[config.mk]
export PLATFORM = sky130hd
export DESIGN_NAME = uart_rx_hold
export DESIGN_NICKNAME = d
export VERILOG_FILES = /design/src/rtl/uart_rx_hold.sv
export SDC_FILE = /design/constraint.sdc
export NUM_CORES = 1
export LEC_CHECK = 0
export ABC_AREA = 1
export ABC_CLOCK_PERIOD_IN_PS = 4150
export BUFFER_PORTS_ARGS = -buffer_cell sky130_fd_sc_hd__buf_4
export CORE_UTILIZATION = 40
export CTS_CLUSTER_SIZE = 25
export DETAILED_ROUTE_END_ITERATION = 10
export GPL_TIMING_DRIVEN = 0
export PLACE_DENSITY = 0.65
export SYNTH_ARGS = -nofsm -noshare
export SYNTH_HDL_FRONTEND = slang
export SYNTH_SLANG_ARGS = --single-unit
[constraint.sdc]
create_clock -name clk -period 4.15 [get_ports clk]
set_input_delay 0.2075 -clock clk [delete_from_list [all_inputs] [get_ports clk]]
set_output_delay 0.2075 -clock clk [all_outputs]
set_load 0.02 [all_outputs]
[src/rtl/uart_rx_hold.sv]
module uart_rx_hold #(
  parameter int DEPTH = 16,
  parameter int AW = 12,
  parameter logic [AW-1:0] BASE = 12'h040
) (
  input  logic          clk,
  input  logic          rst_n,
  input  logic          fifo_en,
  input  logic          rx_strobe,
  input  logic [7:0]    rx_byte,
  input  logic          bus_rd,
  input  logic [AW-1:0] bus_addr,
  input  logic          ovr_clr,
  output logic [31:0]   rd_data,
  output logic          data_ready,
  output logic          overrun
);
  localparam int PW = (DEPTH > 1) ? $clog2(DEPTH) : 1;
  localparam int CW = $clog2(DEPTH + 1);
  localparam int WIN_LSB = 6;

  logic [7:0]    mem [DEPTH];
  logic [PW-1:0] wptr, rptr;
  logic [CW-1:0] count;
  logic          mode_q;

  wire flush   = fifo_en != mode_q;
  wire hit     = bus_addr[AW-1:WIN_LSB] == BASE[AW-1:WIN_LSB];
  wire pop     = bus_rd && hit && data_ready && !flush;
  wire full    = count == CW'(DEPTH);
  wire push_q  = mode_q && rx_strobe && (!full || pop);
  wire wr_en   = !flush && rx_strobe && (mode_q ? (!full || pop) : 1'b1);
  wire lost    = !flush && rx_strobe && !pop && (mode_q ? full : (count != '0));

  assign data_ready = count != '0;
  assign rd_data    = {24'h0, mem[rptr]};

  function automatic logic [PW-1:0] nxt(input logic [PW-1:0] p);
    return (p == PW'(DEPTH - 1)) ? '0 : p + 1'b1;
  endfunction

  always_ff @(posedge clk)
    if (wr_en) mem[mode_q ? wptr : rptr] <= rx_byte;

  always_ff @(posedge clk) begin
    if (!rst_n) begin
      mode_q  <= 1'b0;
      wptr    <= '0;
      rptr    <= '0;
      count   <= '0;
      overrun <= 1'b0;
    end else begin
      mode_q <= fifo_en;
      if (flush) begin
        wptr  <= '0;
        rptr  <= '0;
        count <= '0;
      end else if (mode_q) begin
        if (push_q) wptr <= nxt(wptr);
        if (pop) rptr <= nxt(rptr);
        count <= count + CW'(push_q) - CW'(pop);
      end else begin
        if (rx_strobe) count <= CW'(1);
        else if (pop) count <= '0;
      end
      if (lost) overrun <= 1'b1;
      else if (ovr_clr) overrun <= 1'b0;
    end
  end

  AST_NO_OVERFLOW: assert property (@(posedge clk) disable iff (!rst_n)
    count <= CW'(DEPTH));
  AST_SINGLE_DEPTH: assert property (@(posedge clk) disable iff (!rst_n)
    !mode_q |-> count <= CW'(1));
  AST_FULL_SETS_OVR: assert property (@(posedge clk) disable iff (!rst_n)
    (mode_q && fifo_en && full && rx_strobe && !bus_rd) |=> (overrun && full));
  AST_OVR_STICKY: assert property (@(posedge clk) disable iff (!rst_n)
    (overrun && !ovr_clr) |=> overrun);
  AST_FLUSH_EMPTY: assert property (@(posedge clk) disable iff (!rst_n)
    (fifo_en != mode_q) |=> !data_ready);
  AST_IDLE_READ: assert property (@(posedge clk) disable iff (!rst_n)
    (!data_ready && !rx_strobe && fifo_en == mode_q) |=> !data_ready);
endmodule

======== Yosys cells after proc, flatten, opt, wreduce, memory -nomap -nowiden ========
Memories as Yosys holds them, arrays and structs flattened. A register that Yosys moved wholly into a read port is not among the register bits.
Index checks and enable logic that the tools add are counted.
word-level totals
  register bits after elaboration ......... 15
  memory bits (writable) .................. 128
  bits of input ports ..................... 26
  output and inout port bits .............. 34
  word-level logic and storage cells ...... 49
  memories ................................ 1
memory list
  name  depth  bits a word  rd ports  clocked after memory_dff  write ports  line  RTL
  mem   16     8            1         1                         1            22    logic [7:0] mem [DEPTH];
cells by class
  add/sub/neg operators ................... 4
  equal/unequal tests ..................... 5
  mux-type cells .......................... 14
  bitwise gates (word level) .............. 1
  reduce and logical (&&, ||, !) cells .... 19
operator list
  kind                                                                    number
  4-bit 2-to-1 mux                                                        5
  5-bit 2-to-1 mux                                                        3
  1-bit logical AND                                                       9
  4-bit by 1-bit adder with 4-bit output (second input constant)          2
  4-bit equality test (second input constant)                             2
  6-bit by 1-bit equality test with 1-bit output (second input constant)  1
  1-bit 2-to-1 mux                                                        6
  5-bit by 1-bit adder with 5-bit output                                  1
  5-bit equality test (second input constant)                             1
  5-bit nonzero test                                                      1
  5-bit by 1-bit subtractor with 5-bit output                             1
  2-bit AND reduction                                                     2
  1-bit zero test                                                         3
  3-bit nonzero test                                                      1
  2-bit nonzero test                                                      1
  2-bit OR reduction                                                      1
  1-bit logical OR                                                        1
  1-bit != test                                                           1
  1-bit NOT                                                               1

======== Longest topological paths before layout ========
Gate-level depths: netlist (run 1).
  depth in word-level cells ............... 9
  mapped depth ............................ 17

======== Worst setup path after synthesis (run 1) ========
Ideal clock, no wire load.
  kind .................................... register to register
  from .................................... register count[3]
  to ...................................... register count[4]
  setup time .............................. 118 ps
  arrival time ............................ 2,186 ps
  required time ........................... 4,032 ps
  slack ................................... 1,846 ps
  stages on the path, launching flop included .. 17
  buffers on the path ..................... 0
  clock period less this slack ............ 2,304 ps
  cell sequence ........................... dfxtp_1 > inv_1 > ha_1 > nand2_1 > nor2_2 > nand2_4 > nand2_2 > ha_1 > inv_1 > ha_1 > inv_1 > fa_1 > inv_1 > nand3_1 > a21o_1 > nand3_1 > a21oi_1
between the ends
  longest elaborated chain between the ends .. 8
  elaborated cells between the ends (all ways) .. 11
  those cells by class .................... add/sub (2); eq/ne (1); mux (1); reduce/logical (7)
ends and longest elaborated chain
  element                                      line  RTL
  start: declaration                           24    logic [CW-1:0] count;
  start signal: assignment                     61    count <= count + CW'(push_q) - CW'(pop);
  5-bit nonzero test                           35    assign data_ready = count != '0;
  1-bit logical AND (2 in a row)               29    wire pop = bus_rd && hit && data_ready && !flush;
  1-bit logical OR                             31    wire push_q = mode_q && rx_strobe && (!full || pop);
  1-bit logical AND                            31
  5-bit by 1-bit adder with 5-bit output       61
  5-bit by 1-bit subtractor with 5-bit output  61
  5-bit 2-to-1 mux                             58    end else if (mode_q) begin
Several ways; a longest one is shown, not always the timed one.
A chain may end at the register's enable or synchronous reset.

======== Final worst setup path (run 1) ========
Ends and elaborated chain as after synthesis.

==> results.cfg, run 1 <==
[synth]
synth.area.top_cells = edfxtp_1 57%, dfxtp_1 5.6%, inv_1 5.6%, nand3_1 5.3%, nand2_1 4.5%
synth.distinct_cells = 35
yosysTopAreaCell = edfxtp_1
ys_warn_count = 0
netlist_area_um2 = 6740
synth_top_area_share_pct = 57.0
yosysSeqAreaShare_pct = 62.6
avgSynthCellArea_um2 = 10.5
ys_ff_latch = 147
synthCells = 641

[pwr]
ir_drop_uv = 307
pwr-share-clk_pct = 45.7
p_seq_share_pct = 49.7
p_int_mw = 2.50
p_sw_share_pct = 23.0
power_mw = 3.25
power_frac_comb_pct = 4.6
leakage_nw = 3.03
power_density_nw_per_um2 = 411
switching_power_mw = 0.747

[grt]
grt-ovfl-total = 0
antenna_found_initial = 0
grt_pass1_wl_mm = 24.4
track_usage_pct = 19.1
grt_pass1_vias = 4629
grt_max_degree = 17

[timing]
fin_ws_ns = 1.55
hold_viol_final = 0
clock.fmax_ghz = 0.385
drv_slew = 0
min_period_ns = 2.60
tns_ns = 0
grt_setup_unrepaired = no
min_period_over_period_pct = 62.6
slew_headroom_pct = 43.5
worst-slew-pin-transition_ns = 0.844
setup_violations = 0
finClkSkew_ns = 0.00842

[placed_design]
hpwl_mm = 11.0
preCtsSetupSlack_ns = 1.57
globalplace.congestion = 0.930
portBuffers = 29

[floorplan]
rows = 47
dieWidth_um = 132
io_pins = 60
start_util_pct = 40.8
fp.dieH_um = 132
core_area_um2 = 16500
die_area_um2 = 17400

[clock_network]
cts_buffers = 17
clock-sinks = 147
cts-resized-gates = 0
clockRootBuffer = clkbuf_16
clk_pin_slew_ns = 0.07
cts_setup_buffers = 0
cts_max_level = 4
cts_tree = built
worstSkewPairLatency_ns = 0.43
cts_buffer_depth = 2

[hold_path]
hold_path_class = primary input to flop

[detailed_routing]
initialDrtViolationCount = 505
num_vias = 4857
routed_wl_mm = 15.9
wl_per_cell_um = 16.8
dr.pass1.iters = 5
postRouteAntennaNets = 0
vias_per_cell = 5.13
drc = 0

[final_layout]
drive_above_1_share_pct = 16.2
nets = 749
antennaDiodeCount = 0
syn2layout_area_growth_pct = 17.4

[job]
drv_cap = 0

[worst_setup_path]
worstPathMaxFanout = 5
cp.arrival_ns = 2.92
startpoint_type = flop
crit_required_ns = 4.47
cp-end-kind = flop
crit_type = flop to flop

[outcome]
status = complete, no violations
-- stage by stage --
stage               util [%]  instance area, um^2  std cells  hold slack, ns
floorplan                  -                 6830        664           0.301
global placement        44.3                 7320        913           0.420
detailed placement      44.3                 7320        913           0.420
CTS                     47.9                 7920        947          0.0208
global route            47.9                 7920        947          0.0498
finish                  47.9                 7920        947          0.0282
-- cells in the mapped netlist --
| cell | n |
|---|---|
| edfxtp_1 | 128 |
| inv_1 | 100 |
| nand2_1 | 81 |
| nand3_1 | 71 |
| a21oi_1 | 52 |
| o21ai_0 | 35 |
| o211ai_1 | 32 |
| nor2_1 | 30 |
| buf_4 | 26 |
| dfxtp_1 | 19 |
| buf_2 | 11 |
| ha_1 | 8 |
| clkbuf_1 | 7 |
| buf_1 | 5 |
| nand4_1 | 5 |
| buf_6 | 4 |
| nand2_2 | 3 |
| xor2_1 | 3 |
| and3_1 | 2 |
| nor2_4 | 2 |
| o21ai_2 | 2 |
| or2_2 | 2 |
| a21o_1 | 1 |
| a31o_2 | 1 |
| a31oi_1 | 1 |
| conb_1 | 1 |
| fa_1 | 1 |
| inv_2 | 1 |
| inv_4 | 1 |
| nand2_4 | 1 |
| nand3_2 | 1 |
| nand3_4 | 1 |
| nor2_2 | 1 |
| o21bai_1 | 1 |
| or2_1 | 1 |
-- cell type report --
type | count | area, um^2
tap | 220 | 275
fill | 1504 | 8610
clock buffer | 17 | 425
sequential | 147 | 4220
clock inverter | 15 | 146
buffer | 53 | 340
timing repair buffer | 31 | 238
multi-input combinational | 362 | 1880
inverter | 102 | 385
-- worst max-delay path: stages, from the launching register on --
cell	delay, ns
dfxtp_1	0.33
inv_1	0.09
ha_1	0.19
nand2_1	0.09
nor2_2	0.18
nand2_4	0.09
nand2_2	0.11
ha_1	0.23
inv_1	0.06
ha_1	0.16
inv_1	0.06
fa_1	0.37
inv_1	0.11
nand3_1	0.11
a21o_1	0.20
nand3_1	0.06
a21oi_1	0.06
-- sequential cells by signal, indices dropped and copies added (netlist names), named ones only --
name	cells
count	5
wptr	4
mem	128
mode_q	1
overrun	1
rptr	4
-- placed cells by master, fill, tap and decap left out, types with 4 or more instances in the layout --
cell type / n
nand4_1: 5
buf_4: 55
clkinvlp_4: 4
clkbuf_16: 17
buf_1: 5
o211ai_1: 32
buf_2: 11
conb_1: 24
nor2_1: 30
buf_6: 4
inv_1: 100
nand3_1: 71
ha_1: 8
edfxtp_1: 128
a21oi_1: 52
clkbuf_1: 7
o21ai_0: 35
inv_6: 7
dfxtp_1: 19
nand2_1: 81
-- kinds of logic (layout without fill, tap and decap cells) --
| family | after synthesis | in the layout | synth area share [%] |
|---|---|---|---|
| and+or+nand+nor | 201 | 201 | 13.7 |
| buffers and inverters | 155 | 218 | 10.8 |
| DFF | 147 | 147 | 62.6 |
| AOI/OAI and AO/OA | 125 | 125 | 10.7 |
| adders and majority gates | 9 | 9 | 1.78 |
| xor gates and xnor gates | 3 | 3 | 0.390 |
| other | 1 | 24 | 0.0556 |
-- timing repair --
item	4_1_cts	5_1_grt
hold buffers	2	0
setup endpoints to repair	0	0
hold endpoints to repair	1	0
-- power by group through the flow --
| stage | Sequential (mW) | Combinational [mW] | Clock (mW) |
|---|---|---|---|
| final | 1.62 | 0.149 | 1.48 |
| after global routing | 1.62 | 0.160 | 1.55 |
| after CTS | 1.62 | 0.148 | 1.49 |
| after detailed placement | 1.65 | 0.146 | 0 |
| after global placement | 1.65 | 0.143 | 0 |
| after floorplan | 1.65 | 0.0855 | 0 |
-- worst paths after layout --
kind	from	end	slack, ns	cells after the start
worst max-delay path	count[3]	count[4]	1.55	16
worst min-delay path	ovr_clr	overrun	0.03	4
worst max register to register	count[3]	count[4]	1.55	16
worst min register to register	overrun	overrun	0.48	2
-- routing by layer --
layer | vias to the layer above | GRT usage, % | share of wire (%)
met4 | 0 | 4.97 | 1.2
met1 | 2361 | 24.0 | 41
met3 | 22 | 5.27 | 7.4
li1 | 2295 | - | -
met2 | 179 | 32.5 | 50
met5 | - | 0 | 0
No activity file was read; power rests on OpenSTA's default activity.
==> inputs of run 2 (changes only) <==
==> config.mk (replaced) <==
export PLATFORM = sky130hd
export DESIGN_NAME = uart_rx_hold
export DESIGN_NICKNAME = d
export VERILOG_FILES = /design/src/rtl/uart_rx_hold.sv
export SDC_FILE = /design/constraint.sdc
export NUM_CORES = 1
export LEC_CHECK = 0
export ABC_AREA = 0
export ABC_CLOCK_PERIOD_IN_PS = 2200
export BUFFER_PORTS_ARGS = -buffer_cell sky130_fd_sc_hd__buf_4
export CORE_UTILIZATION = 40
export CTS_CLUSTER_SIZE = 25
export DETAILED_ROUTE_END_ITERATION = 10
export GPL_TIMING_DRIVEN = 0
export PLACE_DENSITY = 0.68
export SYNTH_ARGS = -nofsm -noshare
export SYNTH_HDL_FRONTEND = slang
export SYNTH_SLANG_ARGS = --single-unit
==> constraint.sdc (replaced) <==
create_clock -name clk -period 2.2 [get_ports clk]
set_input_delay 0.11 -clock clk [delete_from_list [all_inputs] [get_ports clk]]
set_output_delay 0.11 -clock clk [all_outputs]
set_load 0.02 [all_outputs]
==> run 2 against run 1 <==
Against the previous run:
- the run now ends with negative setup slack left
- clock skew is 0.0032 ns higher
- area after synthesis is 7.7% lower
- sequential share of layout area is 2.6 points lower
- register-to-register slack worse by 1.8 ns
- wire length is 10% lower
- clock power is 89% higher
- design area is 5.4% higher
- synthesized cell count is 40% lower
- count of clock-buffer cells in the layout is 1 higher
==> results.cfg, run 2 <==
[outcome]
status = complete, but fails checks
violations = negative setup slack

[synth]
synth.area.top_cells = edfxtp_1 62%, mux4_2 12%, dfxtp_1 6.1%, buf_4 2.9%, a22oi_1 1.9%
netlist_area_um2 = 6230
ys_top_cells_by_count = 128 x edfxtp_1, 32 x mux4_2, 24 x buf_4
synthMostInstantiatedCell = edfxtp_1
synth_top_area_share_pct = 61.7
avgSynthCellArea_um2 = 16.3
yosysTopAreaCell = edfxtp_1
synth.distinct_cells = 54
ys_ff_latch = 147
async_reset_ff_share_pct = 0
synthCells = 383
synth_flop_cell = edfxtp_1
yosysSeqAreaShare_pct = 67.8
ys_warn_count = 0
synth_enable_flop_cells = 128

[grt]
antenna_found_initial = 0
grt-ovfl-total = 0
grt_pass1_vias = 3657
grt_max_degree = 17
track_usage_pct = 17.1
grt_pass1_wl_mm = 20.1

[clock_network]
cts_buffer_depth = 2
clockRootBuffer = clkbuf_16
worstSkewPairLatency_ns = 0.42
cts_max_level = 4
cts_tree = built
clock-sinks = 147
cts_buffers = 17
clk_pin_slew_ns = 0.06

[timing]
worst-slew-pin-transition_ns = 1.02
min_period_ns = 2.47
tns_ns = -0.762
hold_viol_final = 0
grt_setup_unrepaired = yes
fin_ws_ns = -0.270
clock.fmax_ghz = 0.405
min_period_over_period_pct = 112
slew_headroom_pct = 31.6
drv_slew = 0
setup_violations = 5
finClkSkew_ns = 0.0116

[final_layout]
top_register = mem
layout_common_cells = 128 x edfxtp_1, 67 x buf_4, 32 x mux4_2
nets = 535
nFillCells = 1173
largest_reg_flops = 128
syn2layout_area_growth_pct = 33.9
antennaDiodeCount = 0
final_area_um2 = 8340
reg_top3 = mem: 128 flops, count: 5 flops
final_common_cell = edfxtp_1
drive_above_1_share_pct = 45.8

[detailed_routing]
dr.pass1.iters = 4
vias_per_cell = 5.38
drc = 0
initialDrtViolationCount = 356
routed_wl_mm = 14.3
route.met3.wl_um = 695
routed.top_layer = met4
wl_per_cell_um = 20.4
wl_met1_mm = 5.51
num_vias = 3770
wl_met2_mm = 7.91
postRouteAntennaNets = 0

[worst_setup_path]
cp-end-kind = flop
cp.arrival_ns = 2.77
crit_required_ns = 2.50
crit_type = flop to flop
startpoint_type = flop
worstPathMaxFanout = 3

[hold_path]
hold_path_class = primary input to flop

[placed_design]
hpwl_mm = 8.13
globalplace.congestion = 0.779
portBuffers = 28
placed_area_um2 = 6800

[pwr]
power_density_nw_per_um2 = 735
ir_drop_uv = 525
leakage_nw = 2.82

[floorplan]
core_area_um2 = 15200
dieWidth_um = 127
rows = 45
io_pins = 60
start_util_pct = 41.0
fp.dieH_um = 127
die_area_um2 = 16100

[job]
drv_cap = 0
-- run 2: changes by cell type after synthesis, moves of 27 or more --
cell,change
a21oi_1,-43
o21ai_0,-27
inv_1,-87
mux4_2,+32
nand2_1,-62
o211ai_1,-31
nand3_1,-63
-- run 2: logic make-up after synthesis --
family	after synthesis	synth area share [%]
buf+inv	53	4.84
mux	32	11.6
compound gates	56	6.33
flops	147	67.8
fa+ha+maj	9	1.93
xor+xnor	4	0.563
other cells	1	0.0602
simple gates	81	6.87
-- run 2: routing by layer --
metal	vias up	global-route usage [%]
li1	1707	-
met1	1913	20.0
met2	130	31.5
met3	20	4.30
met4	0	3.99
met5	-	0
-- run 2: final cells by class --
class / count / area (um^2) / area share [%]
buffer: 39 / 308 / 3.69
clock inverter: 14 / 144 / 1.73
multi-input combinational: 206 / 2130 / 25.5
clock buffer: 18 / 429 / 5.15
tap: 188 / 235 / 2.82
sequential: 147 / 4230 / 50.8
inverter: 13 / 48.8 / 0.585
timing repair buffer: 76 / 815 / 9.77
-- run 2: worst max-delay path, cell delays in order (launching register included) --
cell and delay [ns]:
dfxtp_2 0.32, inv_2 0.07, ha_4 0.14, nor4bb_4 0.28
o21ai_2 0.11, nand2_2 0.10, ha_4 0.20, inv_2 0.06
ha_4 0.13, inv_2 0.04, fa_2 0.33, nand2b_4 0.15
a21oi_4 0.12, nor2_1 0.06, o31a_1 0.23
-- run 2: power by group --
part	switching [mW]	leakage, nW	total, mW	internal (mW)
logic	0.164	1.24	0.286	0.122
registers	0.00843	1.31	3.04	3.04
clock network	1.21	0.274	2.80	1.59
total	1.38	2.82	6.13	4.75
-- run 2: repair_timing --
item,CTS,global route
gates cloned,0,3
hold buffers,3,0
hold endpoints to repair,8,0
resized for setup,62,56
setup endpoints to repair,140,137
pin swaps,10,25
setup buffers,21,22
-- run 2: final timing paths --
kind,startpoint,end,slack [ns],cells after the start
setup / recovery,count[2],count[4],-0.27,14
hold / removal,rx_byte[7],mem[7][7],0.005,1
setup reg to reg,count[2],count[4],-0.27,14
hold reg to reg,overrun,overrun,0.51,2
-- run 2: stage by stage --
step	setup slack, ns	std cells	power, mW	hold slack, ns	util [%]
2_1_floorplan	-0.360	406	3.24	0.209	-
3_3_place_gp	-0.609	622	3.32	0.367	44.7
3_5_place_dp	-0.663	622	3.33	0.373	44.7
4_1_cts	-0.320	676	6.12	0.0000304	51.0
5_1_grt	-0.377	701	6.29	0.00711	54.9
6_report	-0.270	701	6.13	0.00545	54.9
